$ cat src/rtl/part_reg_alloc.sv
module part_reg_alloc #(
  parameter int NREG   = 64,
  parameter int NPART  = 4,
  parameter int PERIOD = 10000
) (
  input  logic                    clk,
  input  logic                    rst_n,
  input  logic                    alloc_req,
  input  logic                    rel_valid,
  input  logic [$clog2(NREG)-1:0] rel_idx,
  output logic                    alloc_gnt,
  output logic [$clog2(NREG)-1:0] alloc_idx,
  output logic                    alloc_stall,
  output logic [NPART-1:0]        part_active
);
  localparam int PSZ = NREG / NPART;
  localparam int IW  = $clog2(NREG);
  localparam int PW  = $clog2(NPART);
  localparam int OW  = $clog2(PSZ);
  localparam int CW  = $clog2(PERIOD);

  logic [NREG-1:0] free_q, free_n;
  logic [PW-1:0]   dflt_q;
  logic [PW:0]     nact_q, nact_a;
  logic [CW-1:0]   cnt_q;
  logic [NPART-1:0] pfree;
  logic [OW-1:0]   plow [NPART];
  logic            found, tick;
  logic [PW:0]     sel_k;
  logic [PW-1:0]   sel_p;

  for (genvar p = 0; p < NPART; p++) begin : g_part
    logic [PW-1:0] pos;
    assign pfree[p]       = |free_q[p*PSZ +: PSZ];
    assign pos            = PW'(p) - dflt_q;
    assign part_active[p] = {1'b0, pos} < nact_q;
  end

  always_comb begin
    for (int p = 0; p < NPART; p++) begin
      plow[p] = '0;
      for (int i = PSZ - 1; i >= 0; i--)
        if (free_q[p*PSZ + i]) plow[p] = OW'(i);
    end
  end

  always_comb begin
    found = 1'b0;
    sel_k = '0;
    sel_p = dflt_q;
    for (int k = NPART - 1; k >= 0; k--) begin
      if (pfree[PW'(dflt_q + PW'(k))]) begin
        found = 1'b1;
        sel_k = (PW+1)'(k);
        sel_p = PW'(dflt_q + PW'(k));
      end
    end
  end

  assign alloc_gnt   = alloc_req & found;
  assign alloc_stall = alloc_req & ~found;
  assign alloc_idx   = {sel_p, plow[sel_p]};
  assign tick        = (cnt_q == CW'(PERIOD - 1));
  assign nact_a      = (alloc_gnt && sel_k >= nact_q) ? (PW+1)'(sel_k + 1'b1) : nact_q;

  always_comb begin
    free_n = free_q;
    if (alloc_gnt) free_n[alloc_idx] = 1'b0;
    if (rel_valid) free_n[rel_idx] = 1'b1;
  end

  always_ff @(posedge clk) begin
    if (!rst_n) begin
      free_q <= '1;
      dflt_q <= '0;
      nact_q <= (PW+1)'(1);
      cnt_q  <= '0;
    end else begin
      free_q <= free_n;
      cnt_q  <= tick ? '0 : cnt_q + 1'b1;
      if (tick) begin
        dflt_q <= dflt_q + PW'(nact_a);
        nact_q <= (PW+1)'(1);
      end else begin
        nact_q <= nact_a;
      end
    end
  end

  assert_granted_taken_R10: assert property (@(posedge clk) disable iff (!rst_n)
    alloc_gnt && !(rel_valid && rel_idx == alloc_idx) |=> !free_q[$past(alloc_idx)]);

  assert_release_owner_R7: assert property (@(posedge clk) disable iff (!rst_n)
    rel_valid |=> free_q[$past(rel_idx)]);

  assert_stall_empty_R8: assert property (@(posedge clk) disable iff (!rst_n)
    alloc_stall |-> (free_q == '0 && !alloc_gnt));

  assert_grant_bank_open_R4: assert property (@(posedge clk) disable iff (!rst_n)
    alloc_gnt && !tick |=> part_active[$past(alloc_idx[IW-1 -: PW])]);

  assert_rotate_onehot_R6: assert property (@(posedge clk) disable iff (!rst_n)
    $past(tick) |-> $countones(part_active) == 1);

  assert_some_open_R2: assert property (@(posedge clk) disable iff (!rst_n)
    part_active != '0);
endmodule

$ cat config.mk
export PLATFORM = sky130hd
export DESIGN_NAME = part_reg_alloc
export DESIGN_NICKNAME = d
export VERILOG_FILES = /design/src/rtl/part_reg_alloc.sv
export SDC_FILE = /design/constraint.sdc
export NUM_CORES = 1
export LEC_CHECK = 0
export BUFFER_PORTS_ARGS = -buffer_cell sky130_fd_sc_hd__buf_2
export CORE_ASPECT_RATIO = 0.75
export CORE_MARGIN = 2
export CORE_UTILIZATION = 55
export DETAILED_ROUTE_END_ITERATION = 16
export MAX_ROUTING_LAYER = met4
export PLACE_DENSITY = 0.73
export RECOVER_POWER = 50
export SYNTH_ARGS = -nofsm -noshare
export SYNTH_HDL_FRONTEND = slang
export SYNTH_SLANG_ARGS = --single-unit
$ cat constraint.sdc
create_clock -name clk -period 4.7 [get_ports clk]
set_clock_uncertainty 0.15 [all_clocks]
set_input_delay 0.235 -clock clk [delete_from_list [all_inputs] [get_ports clk]]
set_output_delay 0.235 -clock clk [all_outputs]
set_load 0.01 [all_outputs]
# Word level (Yosys, flattened, before mapping)
# Index checks and enable logic that the tools add are counted.
# op_classes
addsub	10
mul	0
div	0
magnitude_cmp	14
n_eq_ne	1
shifts	0
mux	94
bitwise	8
n_reduce_logical	8
# ops
op	n
$mux 4	66
$mux 64	2
$and 64x64->64	1
$not 64->64	1
$or 64x64->64	1
$reduce_or 16->1	4
$add 14x1->14 const B	1
$eq 14x14->1 const B	1
$lt 6x7->1 const B	2
$demux 1 s6	2
$ge 6x1->1 const B	2
$lt 2x3->1	4
$lt 2x3->1 const B	4
$mux 2	6
$mux 1	10
$mux 3	3
$bmux 1 s2	4
$bmux 4 s2	1
$add 2x2->2 const B	2
$sub 1x2->2 const A	2
$sub 2x2->2 const A	2
$add 3x1->3 const B	1
$ge 3x3->1	1
$ge 3x3->1 const B	1
7 further kinds	11
# totals
ff_bits	83
latch_bits	0
ramBits	0
rom_bits	0
in_bits	10
wordCells	140
mem_count	0

# Longest topological paths before layout
# depth
word_depth	28
ltp_mapped	16
ltp_nobuf	15

# Worst setup path after synthesis
# OpenSTA, ideal clock, no wires.
# synth_timing
kind	reg2reg
from	register free_q[49]
to	register dflt_q[1]
setup_ns	0.076
t_arrival_ns	3.326
t_required_ns	4.474
slack_ns	1.149
stages_incl_launch_ff	16
path_buffers	0
period_less_slack_ns	3.551
path_cell_list	dfxtp_1 nor4_2 nand4_1 nor2_1 nand3b_1 o221ai_1 a21oi_1 ha_1 nand2b_1 a21oi_1 nor3_1 mux2_2 ha_1 xor2_1 or3_1 a21boi_0
# synth_between
elab_chain_len	11
elab_cells_between_ends	23
# synth_rtl
element	line_no	text
start, declared	22	logic [NREG-1:0] free_q, free_n;
start signal, assigned	79	free_q <= free_n;
$reduce_or 16->1 (*)	34	assign pfree[p] = |free_q[p*PSZ +: PSZ];
$bmux 1 s2	52	if (pfree[PW'(dflt_q + PW'(k))]) begin
$mux 1 (not written as such)	52	
$mux 2 or $mux 1 (tied branches)	52	
$mux 3 or $mux 1 (tied branches) (3 in a row)	52	
$ge 3x3->1 or $and 1x1->1 (tied branches)	64, 60	
$logic_and 1x1->1	64	assign nact_a = (alloc_gnt && sel_k >= nact_q) ? (PW+1)'(sel_k + 1'b1) : nact_q;
$mux 2 (*)	64	
net nact_a[0]	24	logic [PW:0] nact_q, nact_a;
$add 2x2->2 (*)	82	dflt_q <= dflt_q + PW'(nact_a);
end signal, assigned	82	
end, declared	23	logic [PW-1:0] dflt_q;
# Mark *: on every way through the listed nets, which the timed path passes. The rest lies on a longest branch. The select of a mux whose other input is x is not followed.
# A chain may end at the register's enable or synchronous reset.

# Worst setup path in the final report
# layout_timing
from	register free_q[27]
to	register dflt_q[1]
# Same word-level chain as after synthesis.

==> flow_summary_export.csv <==
group,metric,value,unit
worst_setup_path,path_buf_inv,0,
placed_design,place_ws,0.572,ns
global_route,grt_pass1_vias,4622,
placed_design,port_buffers,21,
final_layout,final_cell_area,0.00563,mm^2
yosys,synth_fp_nets,693,
worst_setup_path,crit_family,"simple AND/OR/NAND/NOR gates",
clock_tree,clock_latency,0.34,ns
die,start_util,57.1,%
yosys,synth_area_leaders,"dfxtp_1, nor2_1, a31oi_1, o21ai_0, nor4_4",
timing,fin_ws,0.496,ns
detailed_routing,wl_per_cell,18.3,um
outcome,violations,"capacitance limit, slew limit",
yosys,ys_seq_area_share,31.9,%
yosys,syn_inst,674,
worst_setup_path,crit_required,4.81,ns
timing,fin_crit,4.20,ns
die,die_h,88.2,um
timing,timing.final.crit_share,89.4,%
yosys,ys_types,64,
worst_setup_path,cpPeakStageDelay,0.53,ns
timing,finalSetupViolations,0,
placed_design,placed_cells,796,
clock_tree,ctsResizeCount,0,
detailed_routing,num_vias,5225,
timing,drv_slew,46,
yosys,netlist.area_leader.share,31.9,%
timing,relSlewSlack,-12.6,%
clock_tree,cts_tree,"built",
power_and_ir_drop,ir_worst_vdd,0.000163,V
worst_hold_path,hold_path_class,"input pin to flop",
placed_design,gp_congestion,0.930,
die,die_w,116,um
power_and_ir_drop,switching_share,22.9,%
die,fp-row-count,30,
worst_setup_path,start_kind,"flop",
power_and_ir_drop,p_int,1.27,mW
power_and_ir_drop,switchingPower,0.379,mW
power_and_ir_drop,leakagePower,2.04,nW
power_and_ir_drop,clock_power_share,49.1,%
die,ios,22,
timing,fmax,238,MHz
final_layout,mostFrequentLayoutCell,"nor2_1",
yosys,synth_ff_type,"dfxtp_1",
yosys,synth-edff-count,0,
worst_setup_path,slowest_stage,"a2111oi_0",
outcome,status,"complete, but fails checks",
clock_tree,post_cts_buffers,0,
clock_tree,ctsRootBufferMaster,"clkbuf_16",
yosys,yosysWarnings,0,
die,core-area,0.00912,mm^2
yosys,synth-seq-cells,83,
worst_setup_path,end_kind,"flop",
detailed_routing,ant_nets,0,
placed_design,place_area,0.00535,mm^2
final_layout,nNetsFinal,698,
detailed_routing,vias_per_cell,6.43,
worst_setup_path,cp_max_fo,6,
detailed_routing,dr.pass1.iters,5,
final_layout,layout.cells.non_filler,812,
final_layout,fin_util,61.7,%
worst_setup_path,crit_top_cell,"ha_1",
power_and_ir_drop,p_per_area,294,mW/mm^2
power_and_ir_drop,finalPower,1.65,mW
placed_design,dp_hpwl,10.2,mm
flow_run,drv_cap,1,
clock_tree,htreeDepth,3,
worst_setup_path,cp_cell_sequence,"nor4_4 > nand4_1 > a2111oi_0 > a31oi_1 > o21ai_0 > ha_1 > a21oi_1 > nor3_1 > mux2_2 > ha_1 > xor2_1 > or3_1 > a21boi_0",
final_layout,final_cell_mix,"nor2_1, dfxtp_1, o21ai_0, a31oi_1, a21oi_1",
detailed_routing,wirelength,14.9,mm
final_layout,diodes,0,
global_route,grt.total_usage,31.3,%
timing,finalHoldViolations,0,
yosys,synthArstFlopShare,0,%
yosys,syn_area_per_cell,7.72,um^2
clock_tree,cts_made_buffers,9,
yosys,yosysTopAreaCell,"dfxtp_1",
timing,tightest_slew,1.69,ns
timing,fin_hold_ws,0.296,ns
die,dieArea,0.0103,mm^2
power_and_ir_drop,p_seq_share,43.2,%
timing,setup_tns,0,ns
clock_tree,cts_hold_buf,0,
global_route,grt_max_degree,46,
global_route,antenna_found_initial,0,
clock_tree,clkTransAtPathRegs,0.06,ns
power_and_ir_drop,combPwrFrac,7.7,%
yosys,synth_area,0.00520,mm^2
final_layout,drive_gt1_share,10.8,%
worst_setup_path,arrival,4.32,ns
clock_tree,cts.sinks,83,
final_layout,synthToLayoutAreaGrowth,8.22,%
detailed_routing,drc_errors,0,
detailed_routing,first_iter_violations,587,
global_route,grt.overflow.total,0,
worst_setup_path,crit_type,"flop to flop",
timing,rsz0062_at_grt,"no",
global_route,grt_pass1_wl,23.9,mm
clock_tree,clockBufferDepth,2,
-- flip-flops by register name, indices dropped and copies added, names as in the netlist --
register / count
free_q: 64
cnt_q: 14
nact_q: 3
dflt_q: 2
-- layer usage --
layer | vias to the layer above | global-route usage, % | routed length (um)
li1 | 2503 | - | -
met1 | 2456 | 42.8 | 6890
met2 | 243 | 46.4 | 6420
met3 | 23 | 7.67 | 1340
met4 | 0 | 8.66 | 230
met5 | - | - | 0
-- cells in the mapped netlist (all sizes together), types with 2 or more instances --
library cell  instances
a2111oi               2
a211oi                3
a21oi                24
a2bb2oi               3
a311oi                2
a31oi                60
a41oi                 9
and2                  3
and3                  4
and4                  4
buf                  15
clkbuf               19
dfxtp                83
ha                    9
inv                  25
mux2i                 2
nand2                17
nand2b               10
nand3                15
nand3b                5
nand4                11
nand4b                2
nor2                153
nor2b                 6
nor3                 15
nor3b                 2
nor4                 25
nor4b                 3
o211a                 4
o211ai                6
o21a                  7
o21ai                72
o21bai                2
o311ai                5
o31ai                 5
or2                   9
or3                   3
or3b                  4
xnor2                 4
xor2                 10
-- worst paths after layout --
kind | start | end | slack, ns | cells past startpoint
max | free_q[27] | dflt_q[1] | 0.50 | 13
max reg2reg | free_q[27] | dflt_q[1] | 0.50 | 13
min reg2reg | cnt_q[0] | cnt_q[0] | 0.32 | 1
min | alloc_req | nact_q[1] | 0.30 | 5
-- worst register-to-register path, stage by stage, from the launching register on --
cell and delay (ns):
dfxtp_1 0.38, nor4_4 0.40, nand4_1 0.39, a2111oi_0 0.53
a31oi_1 0.08, o21ai_0 0.34, ha_1 0.22, a21oi_1 0.05
nor3_1 0.31, mux2_2 0.41, ha_1 0.19, xor2_1 0.18
or3_1 0.32, a21boi_0 0.16
-- kinds of logic after synthesis --
group,Yosys count,share of synthesized area (%)
AOI/OAI and AO/OA,213,26.8
xor gates and xnor gates,14,2.36
adders and majority gates,9,2.16
buffers and inverters,59,5.12
DFF,83,31.9
muxes,4,1.03
and+or+nand+nor,292,30.6
-- power by group through the flow --
stage	registers (mW)	clock network [mW]	logic, mW
final	0.714	0.813	0.127
after global routing	0.715	0.853	0.139
after CTS	0.714	0.823	0.124
after detailed placement	0.730	0	0.124
after global placement	0.730	0	0.122
after floorplan	0.729	0	0.0845
-- layout make-up --
cell class	instances	area [um^2]
inverters	25	93.8
fillers	825	3490
clock inverters	4	97.6
multi-input cells	532	3230
clock buffers	12	246
repair buffers	28	143
flip-flops and latches	83	1660
well taps	128	160
Power figures use the tool's default switching activity.
